`src/rtl/spmu_gate_pkg.sv`:
```
package spmu_gate_pkg;

    localparam int ID_W = 64;
    localparam int EC_W = 6;
    localparam logic [EC_W-1:0] TRAP_EC = 6'h18;

    // Reserved positions of the ID word: upper half and bit 7.
    localparam logic [ID_W-1:0] ID_KEEP_MASK = 64'h0000_0000_FFFF_FF7F;

    typedef enum logic [1:0] {
        OC_READ  = 2'b00,
        OC_UNDEF = 2'b01,
        OC_TRAP2 = 2'b10,
        OC_TRAP3 = 2'b11
    } outcome_e;

    typedef struct packed {
        logic            vld;
        outcome_e        oc;
        logic [EC_W-1:0] ec;
        logic [ID_W-1:0] data;
    } rsp_t;

endpackage

```
`src/rtl/spmu_perm_slice.sv`:
```
module spmu_perm_slice #(
    parameter int N_INST = 4,
    parameter int SEL_W  = 3
) (
    input  logic [2*N_INST-1:0] perm_vec,
    input  logic [SEL_W-1:0]    sel,
    output logic                denied
);
    localparam logic [SEL_W-1:0] LAST_SEL = SEL_W'(N_INST - 1);

    logic [N_INST-1:0] open_v;

    for (genvar g = 0; g < N_INST; g++) begin : g_open
        assign open_v[g] = |perm_vec[2*g +: 2];
    end

    always_comb begin
        denied = 1'b1;
        for (int i = 0; i < N_INST; i++) begin
            if (sel == SEL_W'(i)) begin
                denied = !open_v[i];
            end
        end
        if (sel > LAST_SEL) begin
            denied = 1'b1;
        end
    end

endmodule

```
`src/rtl/spmu_id_mux.sv`:
```
module spmu_id_mux
    import spmu_gate_pkg::*;
#(
    parameter int N_INST = 4,
    parameter int SEL_W  = 3
) (
    input  logic [ID_W*N_INST-1:0] id_words,
    input  logic [SEL_W-1:0]       sel,
    output logic [ID_W-1:0]        id_clean
);
    logic [ID_W-1:0] word_v [N_INST];

    for (genvar g = 0; g < N_INST; g++) begin : g_word
        assign word_v[g] = id_words[ID_W*g +: ID_W] & ID_KEEP_MASK;
    end

    always_comb begin
        id_clean = '0;
        for (int i = 0; i < N_INST; i++) begin
            if (sel == SEL_W'(i)) begin
                id_clean = word_v[i];
            end
        end
    end

endmodule

```
`src/rtl/spmu_gate_chain.sv`:
```
module spmu_gate_chain
    import spmu_gate_pkg::*;
(
    input  logic [1:0] cur_el,
    input  logic       halted,
    input  logic       sec_dbg_dis,
    input  logic       has_l3,
    input  logic       l2_enabled,
    input  logic       has_fgt,
    input  logic       early_undef_opt,
    input  logic       fgt_en_l3,
    input  logic       fgt_rd_allow,
    input  logic       mon_en_l2,
    input  logic       mon_en_l3,
    input  logic       deny_l2,
    input  logic       deny_l3,
    output outcome_e   outcome
);
    logic hsd_early;
    logic l3_deny_any;
    logic l2_deny_any;
    outcome_e l3_verdict;

    always_comb begin
        hsd_early   = halted && has_l3 && sec_dbg_dis && early_undef_opt;
        l3_deny_any = has_l3 && (!mon_en_l3 || deny_l3);
        l2_deny_any = l2_enabled && (
                          (has_fgt && has_l3 && !fgt_en_l3) ||
                          (has_fgt && !fgt_rd_allow) ||
                          !mon_en_l2 ||
                          deny_l2);
        l3_verdict  = (halted && sec_dbg_dis) ? OC_UNDEF : OC_TRAP3;
    end

    always_comb begin
        outcome = OC_READ;
        unique case (cur_el)
            2'd0: outcome = OC_UNDEF;
            2'd1: begin
                if (hsd_early && (!mon_en_l3 || deny_l3)) begin
                    outcome = OC_UNDEF;
                end else if (l2_deny_any) begin
                    outcome = OC_TRAP2;
                end else if (l3_deny_any) begin
                    outcome = l3_verdict;
                end
            end
            2'd2: begin
                if (hsd_early && (!mon_en_l3 || deny_l3)) begin
                    outcome = OC_UNDEF;
                end else if (l3_deny_any) begin
                    outcome = l3_verdict;
                end
            end
            default: outcome = OC_READ;
        endcase
    end

endmodule

```
`src/rtl/spmu_id_access_gate.sv`:
```
module spmu_id_access_gate
    import spmu_gate_pkg::*;
#(
    parameter int N_INST = 4,
    parameter int SEL_W  = $clog2(N_INST) + 1
) (
    input  logic                   clk,
    input  logic                   rst_n,
    input  logic                   req_valid,
    input  logic [1:0]             cur_el,
    input  logic                   halted,
    input  logic                   sec_dbg_dis,
    input  logic                   has_l3,
    input  logic                   l2_enabled,
    input  logic                   has_fgt,
    input  logic                   early_undef_opt,
    input  logic                   fgt_en_l3,
    input  logic                   fgt_rd_allow,
    input  logic                   mon_en_l2,
    input  logic                   mon_en_l3,
    input  logic [2*N_INST-1:0]    perm_l2,
    input  logic [2*N_INST-1:0]    perm_l3,
    input  logic [SEL_W-1:0]       inst_sel,
    input  logic [64*N_INST-1:0]   id_words,
    output logic                   rsp_valid,
    output logic [1:0]             rsp_outcome,
    output logic [5:0]             rsp_ec,
    output logic [63:0]            rsp_data
);
    localparam logic [SEL_W-1:0] N_SEL = SEL_W'(N_INST);

    logic            deny_l2;
    logic            deny_l3;
    logic [ID_W-1:0] id_clean;
    outcome_e        oc;
    rsp_t            rsp_d;
    rsp_t            rsp_q;

    spmu_perm_slice #(.N_INST(N_INST), .SEL_W(SEL_W)) perm2_i (
        .perm_vec (perm_l2),
        .sel      (inst_sel),
        .denied   (deny_l2)
    );

    spmu_perm_slice #(.N_INST(N_INST), .SEL_W(SEL_W)) perm3_i (
        .perm_vec (perm_l3),
        .sel      (inst_sel),
        .denied   (deny_l3)
    );

    spmu_id_mux #(.N_INST(N_INST), .SEL_W(SEL_W)) mux_i (
        .id_words (id_words),
        .sel      (inst_sel),
        .id_clean (id_clean)
    );

    spmu_gate_chain chain_i (
        .cur_el          (cur_el),
        .halted          (halted),
        .sec_dbg_dis     (sec_dbg_dis),
        .has_l3          (has_l3),
        .l2_enabled      (l2_enabled),
        .has_fgt         (has_fgt),
        .early_undef_opt (early_undef_opt),
        .fgt_en_l3       (fgt_en_l3),
        .fgt_rd_allow    (fgt_rd_allow),
        .mon_en_l2       (mon_en_l2),
        .mon_en_l3       (mon_en_l3),
        .deny_l2         (deny_l2),
        .deny_l3         (deny_l3),
        .outcome         (oc)
    );

    always_comb begin
        rsp_d = '0;
        if (req_valid) begin
            rsp_d.vld  = 1'b1;
            rsp_d.oc   = oc;
            rsp_d.ec   = (oc == OC_TRAP2 || oc == OC_TRAP3) ? TRAP_EC : '0;
            rsp_d.data = (oc == OC_READ) ? id_clean : '0;
        end
    end

    always_ff @(posedge clk or negedge rst_n) begin
        if (!rst_n) begin
            rsp_q <= '0;
        end else begin
            rsp_q <= rsp_d;
        end
    end

    assign rsp_valid   = rsp_q.vld;
    assign rsp_outcome = rsp_q.oc;
    assign rsp_ec      = rsp_q.ec;
    assign rsp_data    = rsp_q.data;


    a_r1_low_level_undef: assert property (@(posedge clk) disable iff (!rst_n)
        req_valid && cur_el == 2'd0 |=> rsp_outcome == 2'b01);


    a_r2_top_level_reads: assert property (@(posedge clk) disable iff (!rst_n)
        req_valid && cur_el == 2'd3 |=> rsp_outcome == 2'b00);


    a_r3_range_zero: assert property (@(posedge clk) disable iff (!rst_n)
        req_valid && inst_sel >= N_SEL |=> rsp_data == 64'h0);


    a_r6_halt_no_l3_trap: assert property (@(posedge clk) disable iff (!rst_n)
        req_valid && halted && sec_dbg_dis |=> rsp_outcome != 2'b11);


    a_r7_trap_class: assert property (@(posedge clk) disable iff (!rst_n)
        rsp_valid && rsp_outcome[1] |-> rsp_ec == 6'h18);


    a_r8_reserved_zero: assert property (@(posedge clk) disable iff (!rst_n)
        rsp_data[63:32] == 32'h0 && !rsp_data[7]);


    a_r8_no_data_unless_read: assert property (@(posedge clk) disable iff (!rst_n)
        rsp_outcome != 2'b00 |-> rsp_data == 64'h0);


    a_r9_idle_quiet: assert property (@(posedge clk) disable iff (!rst_n)
        !req_valid |=> !rsp_valid && rsp_outcome == 2'b00 && rsp_ec == 6'h0);

endmodule

```
`config.mk`:
```
export PLATFORM = sky130hd
export DESIGN_NAME = spmu_id_access_gate
export DESIGN_NICKNAME = d
export VERILOG_FILES = /design/src/rtl/spmu_gate_pkg.sv /design/src/rtl/spmu_perm_slice.sv /design/src/rtl/spmu_id_mux.sv /design/src/rtl/spmu_gate_chain.sv /design/src/rtl/spmu_id_access_gate.sv
export SDC_FILE = /design/constraint.sdc
export NUM_CORES = 1
export LEC_CHECK = 0
export ABC_AREA = 1
export CAP_MARGIN = 20
export CORE_AREA = 2 2 139 141
export CTS_BUF_LIST = sky130_fd_sc_hd__clkbuf_8 sky130_fd_sc_hd__clkbuf_16
export DETAILED_ROUTE_END_ITERATION = 10
export DIE_AREA = 0 0 141 143
export DONT_BUFFER_PORTS = 1
export GPL_TIMING_DRIVEN = 1
export PLACE_DENSITY = 0.37
export SLEW_MARGIN = 20
export SYNTH_ARGS = -nofsm -noshare
export SYNTH_HDL_FRONTEND = slang
export SYNTH_HIERARCHICAL = 1
export SYNTH_SLANG_ARGS = --single-unit
```
`constraint.sdc`:
```
create_clock -name clk -period 0.8 [get_ports clk]
set_clock_uncertainty 0.15 [all_clocks]
set_input_delay 0.2 -clock clk [delete_from_list [all_inputs] [get_ports clk]]
set_output_delay 0.2 -clock clk [all_outputs]
set_load 0.02 [all_outputs]
```
==> results_dict.tcl <==
set metrics [dict create \
    routed_wl_mm 14.2 \
    cts_sinks 68 \
    grt_setup_unrepaired "true" \
    grt_antenna_before_repair 0 \
    min_period_ns 1.33 \
    grt_pass1_vias 3516 \
    h-tree-depth 3 \
    ant_nets 0 \
    drtPass1Iterations 7 \
    synth.avg_cell_area_um2 8.00 \
    grt_max_degree 71 \
    fin_nets 791 \
    dieWidth_um 141 \
    io_buffers 0 \
    slew_viol_final 0 \
    ys_warn_count 6 \
    ioPinCount 363 \
    wl_per_cell_um 19.2 \
    crit_slowest_cell "clkbuf_16" \
    drv_cap 0 \
    antenna_cells 0 \
    drt_iter0_drc 161 \
    core_area_mm2 0.0186 \
    fillers 2012 \
    hpwl_mm 9.76 \
    grtUsageTotal_pct 13.6 \
    syn_inst 505 \
    min_period_over_period_pct 166 \
    start_util_pct 21.7 \
    startpoint_type "input port" \
    cpMostUsedCell "nand2_1" \
    cp_num_buf_inv 4 \
    hold_viol 103 \
    cp.arrival_ns 1.41 \
    drc 0 \
    clk_pin_slew_ns 0.06 \
    fmax_mhz 752 \
    status "finished with violations" \
    whs_ns -0.587 \
    peakVddDrop_mv 0.751 \
    yosysSeqAreaShare_pct 42.1 \
    cts_buffers 9 \
    p_per_area_mw_per_mm2 1980 \
    fin_ws_ns -0.531 \
    crit_type "in -> reg" \
    overflow 0 \
    place_congestion 0.758 \
    drive_gt1_share_pct 31.3 \
    p_leak_nw 2.02 \
    syn_area_mm2 0.00404 \
    final_util_pct 26.2 \
    route.vias.total 3515 \
    cp.depth 15 \
    ys_seq_elements 68 \
    die-area_mm2 0.0202 \
    synth_cell_types 18 \
    grt_pass1_wl_mm 20.6 \
    cts_tree "yes" \
    critical_path.max_fanout 7 \
    cp_cell_sequence "nor2_4 > nand2_1 > nand3b_1 > nand2_1 > nand2_1 > inv_1 > nand2_1 > nand2_2 > o21ai_1 > inv_1 > a21oi_2 > inv_2 > nand2_8 > clkbuf_16 > nor2_2" \
    cp.required_ns 0.88 \
    end_kind "flop" \
    fp-row-count 50 \
    power_mw 9.61 \
    violations "negative hold slack, negative setup slack" \
    die_h_um 143 \
    max_stage_delay_ns 0.18 \
    vias_per_cell 4.76 \
    area_growth_pct 20.4 \
    hp-class "in -> async" \
    setup_violations 103 \
    cts.path.max_buffers 2 \
    cp_top_family "simple AND/OR/NAND/NOR gates" \
    clockRootBuffer "clkbuf_16" \
]
## through the flow
stage          hold slack, ns  cells  setup TNS, ns  setup WS, ns  instance area [µm²]
2_1_floorplan          -0.246    540         -22.94        -0.703                 4210
3_3_place_gp           -0.244    717         -28.38        -0.851                 4220
3_5_place_dp           -0.244    717         -29.14        -0.879                 4220
4_1_cts                -0.613    735         -39.95        -0.473                 4660
5_1_grt                -0.615    739         -44.88        -0.619                 4860
6_report               -0.587    739         -39.68        -0.531                 4860
## timing repair
action | CTS | global route
pin swaps | 5 | 14
setup endpoints to repair | 103 | 103
gates cloned | 0 | 3
gates resized for setup | 53 | 54
hold endpoints to repair | 103 | 103
buffers inserted | 7 | 3
## routing by layer
| layer | part of all wire [%] | vias up | track usage (%) |
|---|---|---|---|
| met1 | 42 | 1640 | 16.2 |
| met5 | 0 | - | 0 |
| met2 | 45 | 225 | 22.1 |
| li1 | - | 1637 | - |
| met3 | 12 | 13 | 6.30 |
| met4 | 1.0 | 0 | 4.05 |
## area by class of cell
class	count	area [µm²]	area share [%]
multi-input cells	368	1900	39.1
flip-flops and latches	68	1770	36.5
repair buffers	34	489	10.1
well taps	234	293	6.02
clock buffers	11	253	5.20
inverters	20	80.1	1.65
clock inverters	4	72.6	1.49
## Yosys cell counts
cell | n | area (µm²)
or2_0 | 1 | 6.26
nor2_4 | 2 | 22.5
buf_2 | 25 | 125
buf_4 | 44 | 330
nand3_1 | 67 | 335
buf_6 | 9 | 101
o21ai_0 | 1 | 5.00
nor2_1 | 74 | 278
buf_8 | 6 | 90.1
inv_1 | 14 | 52.6
nand3b_1 | 4 | 30.0
dfrtp_1 | 68 | 1700
nand2_1 | 83 | 312
a21oi_1 | 1 | 5.00
inv_2 | 6 | 22.5
nand2_2 | 4 | 25.0
conb_1 | 2 | 7.51
nand4_1 | 94 | 588
## logic make-up (layout without fill, tap and decap cells)
| kind of cell | Yosys count | in the layout | share of synthesized area (%) |
|---|---|---|---|
| compound gates | 2 | 2 | 0.248 |
| buf+inv | 104 | 69 | 17.9 |
| flops | 68 | 68 | 42.1 |
| simple gates | 329 | 329 | 39.5 |
| other cells | 2 | 37 | 0.186 |
## worst max-delay path by stage
stage	start	end	slack, ns
final	perm_l3[1]	rsp_data[10]	-0.53
after global placement	perm_l3[1]	rsp_data[0]	-0.85
after detailed placement	perm_l3[1]	rsp_data[1]	-0.88
after CTS	perm_l3[1]	rsp_data[31]	-0.47
after floorplan	perm_l3[7]	rsp_data[10]	-0.70
after global routing	perm_l2[3]	rsp_data[3]	-0.62
## cells in the final DEF (no fill, tap or decap), drive strengths merged
cell type,synthesis,routed
nor2,76,76
bufinv,0,2
buf,84,32
nand4,94,94
conb,2,37
clkbuf,0,13
nand3,67,67
clkinvlp,0,1
or2,1,1
nand3b,4,4
a21oi,1,1
o21ai,1,1
inv,20,20
nand2,87,87
clkinv,0,1
dfrtp,68,68
## sequential cells by signal, indices dropped and copies added (netlist names)
name	count
rsp_data	64
rsp_outcome	2
rsp_ec	1
rsp_valid	1
## power by group
group	internal (mW)	switching (mW)	total, mW
Sequential	3.63	0.301	3.93
Combinational	0.589	0.730	1.32
Clock	2.87	1.48	4.35
Power figures use the tool's default switching activity.
